File: src/rtl/sar_rd_pkg.sv
package sar_rd_pkg;

   // Sequencer states
   typedef enum logic [1:0] {
      RD_IDLE  = 2'd0,
      RD_FRAME = 2'd1,
      RD_GAP   = 2'd2
   } rd_state_e;

   // Periods ahead of the MSB: two sampling periods plus the null slot
   localparam int LEAD_PERIODS = 3;

   // Whole frame in data-clock periods: lead-in, result bits, closing period
   function automatic int frame_len(input int bits);
      return bits + LEAD_PERIODS + 1;
   endfunction

   // Fewest system cycles that cover a 400 ns clock phase
   function automatic int min_half_cycles(input int sys_khz);
      return (sys_khz + 2499) / 2500;
   endfunction

   // Most system cycles allowed in one data-clock period (10 kHz floor)
   function automatic int max_period_cycles(input int sys_khz);
      return sys_khz / 10;
   endfunction

endpackage

File: src/rtl/sar_rd_clkgen.sv
module sar_rd_clkgen #(
   parameter int HALF_DIV = 20
) (
   input  logic clk,
   input  logic rst_n,
   input  logic run,
   output logic sclk,
   output logic rise_evt,
   output logic fall_evt
);

   localparam int CW = (HALF_DIV > 1) ? $clog2(HALF_DIV) : 1;
   localparam logic [CW-1:0] LAST = CW'(HALF_DIV - 1);

   logic [CW-1:0] cnt;
   logic          wrap;

   assign wrap     = run && (cnt == LAST);
   assign rise_evt = wrap && !sclk;
   assign fall_evt = wrap && sclk;

   always_ff @(posedge clk or negedge rst_n) begin
      if (!rst_n) begin
         cnt  <= '0;
         sclk <= 1'b0;
      end else if (!run) begin
         cnt  <= '0;
         sclk <= 1'b0;
      end else if (wrap) begin
         cnt  <= '0;
         sclk <= ~sclk;
      end else begin
         cnt  <= cnt + 1'b1;
      end
   end

endmodule

File: src/rtl/sar_rd_seq.sv
module sar_rd_seq
   import sar_rd_pkg::*;
#(
   parameter int FRAME   = 16,
   parameter int GAP_CYC = 160,
   parameter int PW      = 5
) (
   input  logic          clk,
   input  logic          rst_n,
   input  logic          start,
   input  logic          repeat_en,
   input  logic          fall_evt,
   output logic          cs_n,
   output logic          run,
   output logic          frame_last,
   output logic [PW-1:0] period
);

   localparam int GW = (GAP_CYC > 1) ? $clog2(GAP_CYC + 1) : 1;
   localparam logic [PW-1:0] LAST_P  = PW'(FRAME - 1);
   localparam logic [GW-1:0] LAST_G  = GW'(GAP_CYC - 1);

   rd_state_e     state;
   logic [GW-1:0] gap_cnt;

   assign run        = (state == RD_FRAME);
   assign frame_last = run && fall_evt && (period == LAST_P);

   always_ff @(posedge clk or negedge rst_n) begin
      if (!rst_n) begin
         state   <= RD_IDLE;
         cs_n    <= 1'b1;
         period  <= '0;
         gap_cnt <= '0;
      end else begin
         case (state)
            RD_IDLE: begin
               if (start) begin
                  state  <= RD_FRAME;
                  cs_n   <= 1'b0;
                  period <= '0;
               end
            end
            RD_FRAME: begin
               if (frame_last) begin
                  cs_n    <= 1'b1;
                  period  <= '0;
                  gap_cnt <= '0;
                  state   <= repeat_en ? RD_GAP : RD_IDLE;
               end else if (fall_evt) begin
                  period <= period + 1'b1;
               end
            end
            RD_GAP: begin
               if (gap_cnt == LAST_G) begin
                  gap_cnt <= '0;
                  if (repeat_en) begin
                     state <= RD_FRAME;
                     cs_n  <= 1'b0;
                  end else begin
                     state <= RD_IDLE;
                  end
               end else begin
                  gap_cnt <= gap_cnt + 1'b1;
               end
            end
            default: begin
               state <= RD_IDLE;
               cs_n  <= 1'b1;
            end
         endcase
      end
   end

endmodule

File: src/rtl/sar_rd_capture.sv
module sar_rd_capture
   import sar_rd_pkg::*;
#(
   parameter int RES_BITS    = 12,
   parameter int PW          = 5,
   parameter int SYNC_STAGES = 2,
   parameter bit NULL_CHECK  = 1'b1
) (
   input  logic                clk,
   input  logic                rst_n,
   input  logic                sdi_raw,
   input  logic                rise_evt,
   input  logic                frame_last,
   input  logic [PW-1:0]       period,
   output logic [RES_BITS-1:0] res_data,
   output logic                res_valid,
   output logic                null_err
);

   localparam logic [PW-1:0] NULL_P  = PW'(LEAD_PERIODS - 1);
   localparam logic [PW-1:0] FIRST_P = PW'(LEAD_PERIODS);
   localparam logic [PW-1:0] LAST_P  = PW'(LEAD_PERIODS + RES_BITS - 1);

   logic                sdi;
   logic [RES_BITS-1:0] shreg;
   logic                in_data;
   logic                in_null;

   // Optional resynchronisation of the serial input
   generate
      if (SYNC_STAGES == 0) begin : g_nosync
         assign sdi = sdi_raw;
      end else begin : g_sync
         logic [SYNC_STAGES-1:0] sq;
         always_ff @(posedge clk or negedge rst_n) begin
            if (!rst_n) sq <= '0;
            else        sq <= (sq << 1) | SYNC_STAGES'(sdi_raw);
         end
         assign sdi = sq[SYNC_STAGES-1];
      end
   endgenerate

   assign in_data = rise_evt && (period >= FIRST_P) && (period <= LAST_P);
   assign in_null = rise_evt && (period == NULL_P);

   always_ff @(posedge clk or negedge rst_n) begin
      if (!rst_n) begin
         shreg     <= '0;
         res_data  <= '0;
         res_valid <= 1'b0;
      end else begin
         if (in_data) shreg <= {shreg[RES_BITS-2:0], sdi};
         res_valid <= frame_last;
         if (frame_last) res_data <= shreg;
      end
   end

   generate
      if (NULL_CHECK) begin : g_nullchk
         logic null_q;
         always_ff @(posedge clk or negedge rst_n) begin
            if (!rst_n) begin
               null_q   <= 1'b0;
               null_err <= 1'b0;
            end else begin
               if (in_null) null_q <= sdi;
               null_err <= frame_last && null_q;
            end
         end
      end else begin : g_nonull
         assign null_err = 1'b0;
      end
   endgenerate

endmodule

File: src/rtl/sar_adc_reader.sv
module sar_adc_reader
   import sar_rd_pkg::*;
#(
   parameter int RES_BITS     = 12,
   parameter int SYS_CLK_KHZ  = 50000,
   parameter int HALF_DIV     = 20,
   parameter int SAMPLE_DCLKS = 20,
   parameter int SYNC_STAGES  = 2,
   parameter bit NULL_CHECK   = 1'b1
) (
   input  logic                clk,
   input  logic                rst_n,
   input  logic                start,
   input  logic                repeat_en,
   input  logic                adc_dout,
   output logic                adc_sclk,
   output logic                adc_cs_n,
   output logic                res_valid,
   output logic [RES_BITS-1:0] res_data,
   output logic                null_err
);

   localparam int FRAME   = frame_len(RES_BITS);
   localparam int PW      = $clog2(FRAME + 1);
   localparam int GAP_CYC = (SAMPLE_DCLKS - FRAME) * 2 * HALF_DIV;

   // Elaboration-time guards on the parameter set
   generate
      if (!(RES_BITS == 8 || RES_BITS == 10 || RES_BITS == 12)) begin : g_bad_res
         $error("RES_BITS must be 8, 10 or 12");
      end
      if (HALF_DIV < min_half_cycles(SYS_CLK_KHZ)) begin : g_bad_fast
         $error("HALF_DIV gives a data-clock phase under 400 ns");
      end
      if (2 * HALF_DIV > max_period_cycles(SYS_CLK_KHZ)) begin : g_bad_slow
         $error("HALF_DIV gives a data clock under 10 kHz");
      end
      if (SAMPLE_DCLKS <= FRAME) begin : g_bad_rate
         $error("SAMPLE_DCLKS must exceed the frame length");
      end
      if (HALF_DIV <= SYNC_STAGES + 1) begin : g_bad_sync
         $error("HALF_DIV too short for the input synchroniser");
      end
   endgenerate

   logic          run;
   logic          rise_evt;
   logic          fall_evt;
   logic          frame_last;
   logic [PW-1:0] period;

   sar_rd_clkgen #(
      .HALF_DIV (HALF_DIV)
   ) u_clkgen (
      .clk      (clk),
      .rst_n    (rst_n),
      .run      (run),
      .sclk     (adc_sclk),
      .rise_evt (rise_evt),
      .fall_evt (fall_evt)
   );

   sar_rd_seq #(
      .FRAME   (FRAME),
      .GAP_CYC (GAP_CYC),
      .PW      (PW)
   ) u_seq (
      .clk        (clk),
      .rst_n      (rst_n),
      .start      (start),
      .repeat_en  (repeat_en),
      .fall_evt   (fall_evt),
      .cs_n       (adc_cs_n),
      .run        (run),
      .frame_last (frame_last),
      .period     (period)
   );

   sar_rd_capture #(
      .RES_BITS    (RES_BITS),
      .PW          (PW),
      .SYNC_STAGES (SYNC_STAGES),
      .NULL_CHECK  (NULL_CHECK)
   ) u_capture (
      .clk        (clk),
      .rst_n      (rst_n),
      .sdi_raw    (adc_dout),
      .rise_evt   (rise_evt),
      .frame_last (frame_last),
      .period     (period),
      .res_data   (res_data),
      .res_valid  (res_valid),
      .null_err   (null_err)
   );

endmodule

File: config.mk
export PLATFORM = sky130hd
export DESIGN_NAME = sar_adc_reader
export DESIGN_NICKNAME = d
export VERILOG_FILES = /design/src/rtl/sar_rd_pkg.sv /design/src/rtl/sar_rd_clkgen.sv /design/src/rtl/sar_rd_seq.sv /design/src/rtl/sar_rd_capture.sv /design/src/rtl/sar_adc_reader.sv
export SDC_FILE = /design/constraint.sdc
export NUM_CORES = 1
export LEC_CHECK = 0
export ABC_CLOCK_PERIOD_IN_PS = 2120
export BUFFER_PORTS_ARGS = -buffer_cell sky130_fd_sc_hd__buf_2
export CORE_MARGIN = 1
export CORE_UTILIZATION = 58
export CTS_CLUSTER_SIZE = 10
export DETAILED_ROUTE_END_ITERATION = 8
export HOLD_SLACK_MARGIN = 0.02
export MAX_ROUTING_LAYER = met4
export PLACE_DENSITY = 0.82
export REMOVE_ABC_BUFFERS = 1
export SYNTH_ARGS = -nofsm -noshare
export SYNTH_HDL_FRONTEND = slang
export SYNTH_SLANG_ARGS = --single-unit
File: constraint.sdc
create_clock -name clk -period 2.12 [get_ports clk]
set_input_delay 0.212 -clock clk [delete_from_list [all_inputs] [get_ports clk]]
set_output_delay 0.212 -clock clk [all_outputs]
set_load 0.02 [all_outputs]
Word level (Yosys, flattened, before mapping)
Index checks and enable logic that the tools add are counted.
Widths: inputs -> output; s select.
- add/sub/neg operators: 3
- bitwise gates (word level): 2
- reductions and logical operators: 17
- $lt $le $gt $ge: 2
- mux-type cells: 22
- equality and inequality tests: 12
- operator list (operator ; count):
    $mux 5 ; 5
    $mux 8 ; 2
    $pmux 8 s2 ; 1
    $add 5x1->5 const B ; 2
    $pmux 5 s2 ; 1
    $logic_and 1x1->1 ; 9
    $add 8x1->8 const B ; 1
    $eq 8x8->1 const B ; 1
    $mux 2 ; 4
    $mux 1 ; 7
    $ne 2x2->1 const B ; 3
    $pmux 2 s3 ; 1
    $reduce_and 3->1 ; 2
    $eq 5x2->1 const B ; 1
    $eq 5x4->1 const B ; 1
    $eq 5x5->1 const B ; 1
    $ge 5x2->1 const B ; 1
    $le 5x4->1 const B ; 1
    $ne 2x1->1 const B ; 2
    $reduce_and 4->1 ; 1
    $reduce_bool 2->1 ; 2
    $ne 3x1->1 const B ; 1
    $pmux 1 s3 ; 1
    $eq 2x1->1 const B ; 1
    other kinds (6) ; 6
- input bits: 5
- flip-flop bits (word level): 51
- word-level logic and storage cells: 70
- output and inout port bits: 16

Longest topological paths before layout
Gate-level depths: netlist (run 1).
- depth after elaboration: 7
- depth in mapped cells: 7
- depth with buffers taken out: 5

Hierarchy
From an unflattened synthesis (run 1), not the netlist that was laid out.
- cell total of the unflattened synthesis: 185
- area, all modules: 2302.2 sq um
- modules (own cells, without submodules) (module ; times used ; area an instance (sq um) ; cells an instance):
    sar_rd_capture ; 1 ; 1121.1 ; 63
    sar_rd_seq ; 1 ; 874.6 ; 93
    sar_rd_clkgen ; 1 ; 306.5 ; 29

Least setup slack after synthesis (run 1)
No wires, ideal clock.
- path kind: reg2reg
- start: reg u_clkgen.cnt[0]
- end: reg u_capture.shreg[10]
- data required time: 1.995 ns
- clock period less this slack: 1.819 ns
- setup time: 0.125 ns
- path slack: 0.301 ns
- data arrival time: 1.694 ns
- buffers on the path: 2
- stages on the path, launching flop included: 8
- cell sequence: dfrtp_1 ha_1 and4bb_1 buf_6 nor4b_4 nand3_2 buf_6 mux2_4
- word-level cells in the longest chain between the ends: 5
- RTL lines (item ; line ; text):
    start, declared ; sar_rd_clkgen.sv:15 ; logic [CW-1:0] cnt;
    start signal, assigned ; sar_rd_clkgen.sv:33 ; cnt <= cnt + 1'b1;
    $eq 5x5->1 ; sar_rd_clkgen.sv:18 ; assign wrap = run && (cnt == LAST);
    $logic_and 1x1->1 ; sar_rd_clkgen.sv:18 ;
    $logic_and 1x1->1 ; sar_rd_clkgen.sv:19 ; assign rise_evt = wrap && !sclk;
    $logic_and 1x1->1 (2 in series) ; sar_rd_capture.sv:43 ; assign in_data = rise_evt && (period >= FIRST_P) && (period <= LAST_P);
    end signal, assigned ; sar_rd_capture.sv:52 ; if (in_data) shreg <= {shreg[RES_BITS-2:0], sdi};
    end, declared ; sar_rd_capture.sv:25 ; logic [RES_BITS-1:0] shreg;
No other way between the ends.
A chain may end at the register's enable or synchronous reset.

Worst setup path in the final report (run 1)
- start: reg u_seq.period[0]
- end: reg u_seq.period[3]
- word-level cells in the longest chain between the ends: 4
- elaborated cells between the ends (all ways): 8
- classes of those cells: 1 x add/sub; 2 x eq/ne; 3 x mux; 2 x reduce/logical
- RTL lines (item ; line ; text):
    start, declared ; sar_rd_seq.sv:16 ; output logic [PW-1:0] period
    start signal, assigned ; sar_rd_seq.sv:51 ; period <= period + 1'b1;
    $add 5x1->5 or $eq 5x4->1 (tied branches) ; sar_rd_seq.sv:51, sar_rd_seq.sv:27 ;
    $mux 5 or $logic_and 1x1->1 (tied branches) ; sar_rd_seq.sv:50, sar_rd_seq.sv:27 ;
    $mux 5 or $ne 3x1->1 (tied branches) ; - ;
    $pmux 5 s2 or $reduce_and 3->1 (tied branches) ; - ;
Parallel ways exist; a longest one is shown, timed or not. The select of a mux whose other input is x is not followed.

==> results of run 1 <==
-- sequential cells by signal, summed over array words and instances, names as in the netlist --
register                    cells
u_seq.cs_n                      1
u_capture.g_nullchk.null_q      1
u_clkgen.sclk                   1
u_capture.res_data             12
u_seq.gap_cnt                   8
u_capture.g_sync.sq             2
u_capture.null_err              1
u_seq.state                     2
u_seq.period                    5
u_clkgen.cnt                    5
u_capture.res_valid             1
u_capture.shreg                12
-- worst max path at each step --
| stage | startpoint | end | cells after the start |
|---|---|---|---|
| floorplan | u_clkgen.cnt[0] | u_capture.shreg[10] | 5 |
| global placement | u_seq.period[1] | u_seq.period[3] | 5 |
| detailed placement | u_seq.period[1] | u_seq.period[3] | 5 |
| CTS | u_seq.period[1] | u_seq.period[3] | 5 |
| global route | u_seq.period[1] | u_seq.state[0] | 5 |
| finish | u_seq.period[0] | u_seq.period[3] | 5 |
-- stage by stage --
| stage | power [mW] | instance area (sq um) | hold slack [ns] | std cells |
|---|---|---|---|---|
| floorplan | 1.48 | 2280 | -0.0836 | 179 |
| global placement | 1.58 | 2510 | 0.215 | 254 |
| detailed placement | 1.63 | 2510 | 0.228 | 254 |
| CTS | 2.20 | 2620 | 0.213 | 264 |
| global route | 2.31 | 2620 | 0.225 | 264 |
| finish | 2.19 | 2620 | 0.218 | 264 |
-- cells in the final DEF, fill, tap and decap left out, types with 3 or more instances in the layout --
master    instances
nand4_1           3
buf_4             6
nand2_1          13
buf_2            20
mux2_2           16
clkbuf_8          6
ha_1              4
nor3b_1           4
o21ai_0          10
inv_1             7
and3_1            3
dfrtp_1          50
nor2_1           10
mux2_4           10
a31oi_1           3
o31ai_1           4
nand2b_1          4
nand3_1           5
-- cell type report --
cell class	count	area [sq um]
clock buffer	7	86.3
timing repair buffer	29	185
tap	48	60.1
inverter	7	26.3
sequential	51	1280
multi-input combinational	121	978
fill	263	1150
clock inverter	1	8.76
-- cells by family (layout without fill, tap and decap cells) --
| family | Yosys count | in the layout | share of synthesized area [%] |
|---|---|---|---|
| AO/OA/AOI/OAI | 34 | 34 | 10.2 |
| XOR/XNOR | 2 | 2 | 0.748 |
| adder cells (fa/ha/maj) | 4 | 4 | 2.14 |
| buffers and inverters | 16 | 44 | 3.63 |
| flip-flops | 51 | 51 | 54.6 |
| multiplexers | 26 | 26 | 14.1 |
| AND/OR/NAND/NOR | 55 | 55 | 14.6 |
-- metal layers --
metal | GRT usage (%) | vias up
met2 | 36.3 | 45
met5 | - | -
met4 | 8.70 | 0
met3 | 5.73 | 5
met1 | 27.8 | 799
li1 | - | 734
-- what timing repair did --
action / in CTS / in global routing
hold buffers: 2 / 0
endpoints found under the hold margin: 23 / 0
setup endpoints to repair: 0 / 0
resized for setup: 0 / 0
-- power breakdown --
part	internal, mW	total [mW]	switching (mW)
Clock	0.268	0.580	0.312
Sequential	1.08	1.21	0.136
Combinational	0.184	0.398	0.214
-- critical path, stage by stage, from the launching register on --
cell	delay, ns
dfrtp_1	0.45
ha_1	0.27
and4b_1	0.36
nand4_4	0.32
a311oi_1	0.37
nor2_1	0.06
==> metrics.md, run 1 <==
| Metric | Value |
|---|---|
| Clock skew | approximately 0.0084 ns |
| Setup TNS | 0 ns |
| Area leader, netlist | dfrtp_1 |
| DR pass1 iterations | 4 |
| GP Congestion | between 0.8 and 0.9 |
| Worst skew pair latency | about 0.31 ns |
| Port buffer count | 20 |
| Top cell type's share of synthesized area | between 50% and 60% |
| Worst slew pin tran | approximately 0.56 ns |
| Row count | 22 |
| WL met1 | about 1900 um |
| Met2 wire length | about 2100 um |
| IO Count | 21 |
| Unrepaired setup endpoints after global routing | false |
| Top routing layer in use | met4 |
| Count of final setup violators | 0 |
| Hold_sp | repeat_en |
| DP Worst Slack | approximately 0.22 ns |
| WL final | ~4200 um |
| Async set-reset flop share out of synthesis | 100% |
| Clock root buffer | clkbuf_8 |
| Fin nets | about 220 |
| Core area | ~3800 sq um |
| Pwr dens | around 840 nW/um^2 |
| Max VDD drop | roughly 0.58 mV |
| CTS sink cnt | just over 50 |
| Critical Path RT | 2.32 ns |
| Fin worst setup slack | about 0.18 ns |
| Hold Fails Final Rpt | 0 |
| Final core occ | between 60% and 70% |
| Area contributors post-synth | dfrtp_1, mux2_2, mux2_4, ha_1, o21ai_0 |
| Clk slew on worst S/H paths | approximately 0.090 ns |
| Largest net degree at the start of global routing | 29 |
| Vias in the first global route | ~1,600 |
| Sequential share of the synthesized area | 54.6% |
| Post-CTS Setup Bufs | 0 |
| Outcome | complete, no violations |
| N_diodes | 0 |
| Synth cell types | 46 |
| DRC | 0 |
| Worst R2R Setup Slack | ~0.18 ns |
| Hpwl dp | roughly 3000 um |
| Slew margin rel. | 62.9% |
| Synthesis-to-finish area growth | 12.0% |
| WL met3 | 160 um |
| 1st-iter DRT viols | 84 |
| Initial antenna violation count | 0 |
| Avg Cell Area, Syn | 12.5 sq um |
| Width of the die | about 66 um |
| Crit-path max FO | 17 |
| Total gr overflow | 0 |
| Cell Area, Synth | between 2000 and 2500 sq um |
| Via count | about 1,600 |
| Critical Path Sink Type | flip-flop |
| Starting Density | 62.1% |
| Total CTS buffers | 5 |
| Ys flop type | dfrtp_1 |
| Hold Path End | u_seq.state[1] |
| Synth top cells by count | dfrtp_1, mux2_2, nand2_1 |
| CTS tree | built |
| Cells on worst reg2reg path | 5 |
| Number of synthesized register bits | 51 |
| Worst reg2reg endpoint | u_seq.period[3] |
| Htree depth | 2 |
| Count leader, synth | dfrtp_1 |
| Final period util | between 90% and 100% |
| Worst setup SP type | flip-flop |
| Vias per cell | 6.00 |
| CP Class | flip-flop to flip-flop |
| DIE HEIGHT | approximately 66 um |
| Antenna-violating nets left | 0 |
| Mapped Cells | ~190 |
| Global-route wire length before repair | between 7000 and 8000 um |
| Gr usage total | a little under a quarter |
| Slew Limit Fails | 0 |
| EDFF count, synth | 0 |
| Max frequency | roughly 520 MHz |
| Die area | 4290 sq um |
| LEAKAGE | 1.32 nW |
| Synth warn | 0 |
| CTS max path bufs | 2 |
| Proportion of layout cells with a drive suffix above 1 | a little under a third |
| Worst endpoint data arrival time | about 2.1 ns |
| Worst hold path type | primary input to flip-flop |
| Max-Cap Viols | 0 |
| Worst hold path depth | 3 |
| Fin crit period | between 1.5 and 2 ns |
| FF-to-FF Start | u_seq.period[0] |
| Average wire per standard cell | ~16 um |
(Power assumes the default switching activity.)
==> run 2, diff against run 1 <==
- SYNTH_HIERARCHICAL: default -> 1
==> metrics.md, run 2 <==
| Metric | Value |
|---|---|
| IO Count | 21 (unchanged) |
| Avg Cell Area, Syn | 12.4 sq um (was 12.5 sq um) |
| Largest net degree at the start of global routing | 52 (was 29) |
| Final period util | 97.5% (was 91.3%) |
| Fin crit period | 2.07 ns (was 1.94 ns) |
| Mapped Cells | 185 (was 188) |
| CTS max path bufs | 2 (unchanged) |
| Ys flop type | dfrtp_1 (unchanged) |
| Most frequent cells in the layout | dfrtp_1, buf_2, nand2_1 (was dfrtp_1, buf_2, mux2_2) |
| LEAKAGE | 1.35 nW (was 1.32 nW) |
| Vias per cell | 5.88 (was 6.00) |
| Die area | 4230 sq um (was 4290 sq um) |
| Row count | 22 (unchanged) |
| Critical Path Sink Type | flip-flop (unchanged) |
| Average wire per standard cell | 16.5 um (was 16.0 um) |
| Synth cell types | 48 (was 46) |
| Pwr dens | 594 nW/um^2 (was 836 nW/um^2) |
| Cell Area, Synth | 2300 sq um (was 2340 sq um) |
| Buffers and inverters on the worst path | 1 (was 0) |
| Biggest regs | u_capture/res_data: 12 flops, u_capture/shreg: 12 flops, u_seq/gap_cnt: 8 flops (was u_capture.res_data: 12 flops, u_capture.shreg: 12 flops, u_seq.gap_cnt: 8 flops) |
| CTS tree | built (unchanged) |
| Slew Limit Fails | 0 (unchanged) |
| Most common cell after layout, fill and taps aside | dfrtp_1 (unchanged) |
| DR pass1 iterations | 4 (unchanged) |
| Critical Path, Cell by Cell | ha_2 -> and4bb_2 -> and3_4 -> nor2b_4 -> nand2_2 -> nor2_4 -> buf_6 -> mux2_2 (was ha_1 -> and4b_1 -> nand4_4 -> a311oi_1 -> nor2_1) |
| Via count | 1,612 (was 1,583) |
| Starting Density | 61.5% (was 62.1%) |
| Total CTS buffers | 5 (unchanged) |
| Clk slew on worst S/H paths | 0.10 ns (was 0.09 ns) |
| Total gr overflow | 0 (unchanged) |
| Max VDD drop | 0.466 mV (was 0.584 mV) |
| Top cell type's share of synthesized area | 54.3% (was 53.4%) |
| Proportion of layout cells with a drive suffix above 1 | 36.7% (was 30.6%) |
| CP max-delay cell | dfrtp_1 (unchanged) |
| Worst slew pin tran | 0.624 ns (was 0.556 ns) |
| Port buffer count | 20 (unchanged) |
| Number of synthesized register bits | 51 (unchanged) |
| Core area | 3740 sq um (was 3770 sq um) |
| Crit-path max FO | 7 (was 17) |
| Antenna-violating nets left | 0 (unchanged) |
| Setup TNS | 0 ns (unchanged) |
| Hold Fails Final Rpt | 0 (unchanged) |
| Area contributors post-synth | dfrtp_1, mux2_2, mux2_4, nand2_1, o21ai_0 (was dfrtp_1, mux2_2, mux2_4, ha_1, o21ai_0) |
| DIE HEIGHT | 65 um (was 65.5 um) |
| Synth warn | 6 (was 0) |
| CP top delay family | simple AND/OR/NAND/NOR gates (unchanged) |
| Hpwl dp | 2900 um (was 2960 um) |
| Worst hold path type | primary input to flip-flop (unchanged) |
| WL final | 4530 um (was 4230 um) |
| Gr usage total | 24.2% (was 22.7%) |
| Worst skew pair latency | 0.31 ns (about the same) |
| Clock skew | 0.0123 ns (was 0.00841 ns) |
| Count of final setup violators | 0 (unchanged) |
| Htree depth | 2 (unchanged) |
| Worst stage delay on the critical path | 0.40 ns (was 0.45 ns) |
| Fin nets | 233 (was 224) |
| Count leader, synth | dfrtp_1 (unchanged) |
| CP Class | flip-flop to flip-flop (unchanged) |
| Post-CTS Setup Bufs | 0 (unchanged) |
| Max-Cap Viols | 0 (unchanged) |
| GP Congestion | 0.797 (was 0.828) |
| CTS sink cnt | 51 (unchanged) |
| Unrepaired setup endpoints after global routing | false (unchanged) |
| Vias in the first global route | 1,580 (unchanged) |
| Width of the die | 65 um (was 65.5 um) |
| Power Total | 1.60 mW (was 2.19 mW) |
| Area leader, netlist | dfrtp_1 (unchanged) |
| Fill cell count | 260 (was 263) |
| Max frequency | 484 MHz (was 517 MHz) |
| Async set-reset flop share out of synthesis | 100% (unchanged) |
| Slew margin rel. | 58.4% (was 62.9%) |
| Sequential share of the synthesized area | 55.5% (was 54.6%) |
| Synth top cells by count | dfrtp_1, nand2_1, mux2_2 (was dfrtp_1, mux2_2, nand2_1) |
| Worst endpoint data arrival time | 2.26 ns (was 2.13 ns) |
| 1st-iter DRT viols | 119 (was 84) |
| Global-route wire length before repair | 7410 um (was 7070 um) |
| DRC | 0 (unchanged) |
| Worst setup SP type | flip-flop (unchanged) |
| Critical Path RT | 2.31 ns (was 2.32 ns) |
| Outcome | complete, no violations (unchanged) |
| Clock root buffer | clkbuf_8 (unchanged) |
| EDFF count, synth | 0 (unchanged) |
| N_diodes | 0 (unchanged) |
| Initial antenna violation count | 0 (unchanged) |
| Synthesis-to-finish area growth | 17.0% (was 12.0%) |
==> run 2: cell count changes after synthesis, sizes merged, moves of 3 or more <==
| cell | delta |
|---|---|
| and2 | +3 |
| nand4 | -3 |
| nand2 | +6 |
| a21oi | +6 |
| inv | -5 |
| nor3b | -4 |
| buf | -4 |
| o31ai | -3 |
==> run 2: final cells by class <==
cell class / instances / area [sq um] / share of cell area (%)
clock buffer: 5 / 68.8 / 2.55
clock inverter: 3 / 28.8 / 1.07
inverter: 2 / 7.51 / 0.279
multi-input combinational: 129 / 1020 / 37.8
sequential: 51 / 1280 / 47.4
tap: 48 / 60.1 / 2.23
timing repair buffer: 36 / 233 / 8.64
==> run 2: power by group <==
part | switching (mW) | internal (mW) | leakage, nW
clock | 0.343 | 0.245 | 0.0502
combinational | 0.0240 | 0.0100 | 0.629
sequential | 0.00241 | 0.977 | 0.672
==> run 2: metal layers <==
layer,global-route usage (%),share of wire (%),vias up,wire (um)
met3,4.40,3.0,7,136
met5,-,0,-,0
met4,7.78,1.1,0,49
li1,-,-,735,-
met1,30.2,44,824,1980
met2,39.8,52,46,2370
==> run 2: worst paths after layout <==
path                       cells past startpoint                      to  slack [ns]              startpoint
max in group asynchronous                      3         u_seq/period[4]        1.16                   rst_n
max reg2reg                                    8   u_capture/res_data[2]        0.05         u_clkgen/cnt[0]
min reg2reg                                    0  u_capture/g_sync.sq[1]        0.38  u_capture/g_sync.sq[0]
min                                            2          u_seq/state[1]        0.15               repeat_en
max                                            8   u_capture/res_data[2]        0.05         u_clkgen/cnt[0]
min in group asynchronous                      3         u_clkgen/cnt[3]        0.54                   rst_n
==> run 2: logic make-up after synthesis <==
family / Yosys count / synth area share (%)
AOI/OAI and AO/OA: 32 / 9.78
adders and majority gates: 3 / 1.63
buffers and inverters: 5 / 1.63
muxes: 28 / 15.2
xor gates and xnor gates: 2 / 0.761
and+or+nand+nor: 64 / 15.5
DFF: 51 / 55.5
==> run 2: worst register-to-register path, cell delays in order, from the launching register on <==
cell and delay (ns):
dfrtp_1 0.40, ha_2 0.19, and4bb_2 0.24, and3_4 0.20, nor2b_4 0.16, nand2_2 0.09
nor2_4 0.18, buf_6 0.16, mux2_2 0.34
==> run 2: what timing repair did <==
action                     CTS  global route
hold endpoints to repair    19             0
pin swaps                    0             1
setup endpoints to repair   12            24
gates resized for setup      4             7
hold buffers                 2             0
cloned                       1             0
==> run 2: metrics by stage <==
stage	setup slack, ns	area [sq um]	utilization [%]	hold WS (ns)	instances
floorplan	-0.512	2270	-	-0.0836	182
global placement	0.101	2530	67.6	0.321	263
detailed placement	0.0337	2530	67.6	0.323	263
CTS	0.0170	2670	71.2	0.144	274
global route	0.0000382	2690	72.0	0.161	274
finish	0.0540	2690	72.0	0.151	274
==> run 3, diff against run 2 <==
- ABC_CLOCK_PERIOD_IN_PS: 2120 -> 2400
- CORE_UTILIZATION: 58 -> 60
- PLACE_DENSITY: 0.82 -> 0.84
- clock period: 2.12 -> 2.4 ns (I/O delays scaled with it)
==> metrics.md, run 3 (synthesis gave the netlist of run 2 again) <==
| Metric | Value |
|---|---|
| Worst reg2reg endpoint | u_capture/res_data[1] (was u_capture/res_data[2]) |
| DR pass1 iterations | 4 (unchanged) |
| CP max-delay cell | dfrtp_1 (unchanged) |
| CP Class | flip-flop to flip-flop (unchanged) |
| Worst setup SP type | flip-flop (unchanged) |
| Worst hold path type | primary input to flip-flop (unchanged) |
| Placed instance count | 256 (was 263) |
| GP Congestion | 0.816 (was 0.797) |
| Average wire per standard cell | 15.8 um (was 16.5 um) |
| DRC | 0 (unchanged) |
| Vias per cell | 5.80 (was 5.88) |
| Cells on worst reg2reg path | 8 (unchanged) |
| 1st-iter DRT viols | 78 (was 119) |
| Max VDD drop | 0.408 mV (was 0.466 mV) |
| Die area | 4090 sq um (was 4230 sq um) |
| Final period util | 94.5% (was 97.5%) |
| Final Non-Filler Cells | 265 (was 274) |
| FF/Latch Area | 1280 sq um (unchanged) |
| Worst skew pair latency | 0.31 ns (about the same) |
| Global-route wire length before repair | 6880 um (was 7410 um) |
| Row count | 22 (unchanged) |
| Slew Limit Fails | 0 (unchanged) |
| Proportion of layout cells with a drive suffix above 1 | 33.2% (was 36.7%) |
| Worst R2R Setup Slack | 0.13 ns (was 0.05 ns) |
| CP startpoint | u_clkgen/cnt[0] (unchanged) |
| Final core occ | 71.2% (was 72.0%) |
| Count of final setup violators | 0 (unchanged) |
| Total CTS buffers | 5 (unchanged) |
| Total gr overflow | 0 (unchanged) |
| Via count | 1,536 (was 1,612) |
| Setup TNS | 0 ns (unchanged) |
| IO Count | 21 (unchanged) |
| Starting Density | 62.9% (was 61.5%) |
| Crit-path max FO | 14 (was 7) |
| Slew margin rel. | 57.7% (was 58.4%) |
| N_diodes | 0 (unchanged) |
| Biggest regs | u_capture/res_data: 12 flops, u_capture/shreg: 12 flops, u_seq/gap_cnt: 8 flops (unchanged) |
| Outcome | complete, no violations (unchanged) |
| Fill cell count | 249 (was 260) |
| Area of the multi-input gates | 995 sq um (was 1020 sq um) |
| Gr usage total | 23.5% (was 24.2%) |
| DIE HEIGHT | 63.9 um (was 65 um) |
| Hold Fails Final Rpt | 0 (unchanged) |
| Htree depth | 2 (unchanged) |
| CTS sink cnt | 51 (unchanged) |
| Hold_sp | adc_dout (was repeat_en) |
| Unrepaired setup endpoints after global routing | false (unchanged) |
| Critical Path, Cell by Cell | ha_1 -> and4bb_2 -> and3_2 -> nor2b_1 -> nand2_1 -> nor2_4 -> buf_12 -> mux2_2 (was ha_2 -> and4bb_2 -> and3_4 -> nor2b_4 -> nand2_2 -> nor2_4 -> buf_6 -> mux2_2) |
| Fin nets | 224 (was 233) |
| Most frequent cells in the layout | dfrtp_1, buf_2, nand2_1 (unchanged) |
| Clk slew on worst S/H paths | 0.09 ns (was 0.10 ns) |
| CTS tree | built (unchanged) |
| Initial antenna violation count | 0 (unchanged) |
| Fin crit period | 2.27 ns (was 2.07 ns) |
| Clock skew | 0.00585 ns (was 0.0123 ns) |
| Port buffer count | 20 (unchanged) |
| Worst endpoint data arrival time | 2.46 ns (was 2.26 ns) |
| Worst slew pin tran | 0.633 ns (was 0.624 ns) |
| Hpwl dp | 2950 um (was 2900 um) |
| Critical Path Sink Type | flip-flop (unchanged) |
| Width of the die | 63.9 um (was 65 um) |
| CTS max path bufs | 2 (unchanged) |
| FF-to-FF Start | u_clkgen/cnt[0] (unchanged) |
| WL final | 4200 um (was 4530 um) |
| Critical Path RT | 2.59 ns (was 2.31 ns) |
| Synthesis-to-finish area growth | 13.2% (was 17.0%) |
| LEAKAGE | 1.31 nW (was 1.35 nW) |
| Core area | 3660 sq um (was 3740 sq um) |
| Hold Path End | u_capture/g_sync.sq[0] (was u_seq/state[1]) |
| Vias in the first global route | 1,511 (was 1,580) |
| Worst stage delay on the critical path | 0.38 ns (was 0.40 ns) |
| Max-Cap Viols | 0 (unchanged) |
| Worst hold path depth | 1 (was 2) |
| Antenna-violating nets left | 0 (unchanged) |
| Largest net degree at the start of global routing | 29 (was 52) |
| Max frequency | 441 MHz (was 484 MHz) |
| Most common cell after layout, fill and taps aside | dfrtp_1 (unchanged) |
| Post-CTS Setup Bufs | 0 (unchanged) |
| Pwr dens | 542 nW/um^2 (was 594 nW/um^2) |
| Clock root buffer | clkbuf_8 (unchanged) |
-- run 3: final cells by class --
cell class,instances,area share (%)
clock inverter,2,0.624
timing repair buffer,27,6.43
multi-input combinational,129,38.2
tap,48,2.30
sequential,51,49.0
inverter,2,0.288
clock buffer,6,3.17
-- run 3: metrics by stage --
step	power [mW]	hold slack [ns]	cell area, sq um	setup WS [ns]
after global routing	1.46	0.0252	2610	0.000373
after floorplan	0.886	-0.0556	2270	-0.232
after global placement	0.909	0.237	2490	0.213
after CTS	1.43	0.0278	2600	0.0420
after detailed placement	0.911	0.243	2490	0.0634
final	1.41	0.0330	2610	0.131
-- run 3: per-layer routing --
metal  vias to the layer above  track usage [%]  routed length (um)
met3                         7             3.75                 184
met1                       763             27.7                1770
met5                         -                -                   0
met2                        46             38.3                2170
met4                         0             13.6                  77
li1                        720                -                   -
-- run 3: what timing repair did --
action,CTS,global route
resized for setup,0,2
setup endpoints to repair,0,12
hold endpoints to repair,22,0
hold buffers,1,0
-- run 3: worst max path at each step --
stage,to,cells past startpoint
after floorplan,u_capture/res_data[0],7
after global placement,u_capture/res_data[3],8
after detailed placement,u_capture/res_data[2],8
after CTS,u_capture/res_data[2],8
after global routing,u_capture/res_data[1],8
final,u_capture/res_data[1],8
-- run 3: report_power, final --
| group | switching, mW | total, mW | leakage (nW) | internal (mW) |
|---|---|---|---|---|
| Sequential | 0.00182 | 0.864 | 0.672 | 0.863 |
| Clock | 0.283 | 0.518 | 0.0474 | 0.235 |
| Combinational | 0.0211 | 0.0289 | 0.588 | 0.00779 |
| Total | 0.306 | 1.41 | 1.31 | 1.11 |
-- run 3: worst max-delay path, delay by kind of cell, from the launching register on --
kind | cells | cell delay [ns]
adders and majority gates | 1 | 0.23
buffers and inverters | 1 | 0.15
DFF | 1 | 0.38
muxes | 1 | 0.35
and+or+nand+nor | 5 | 1.03
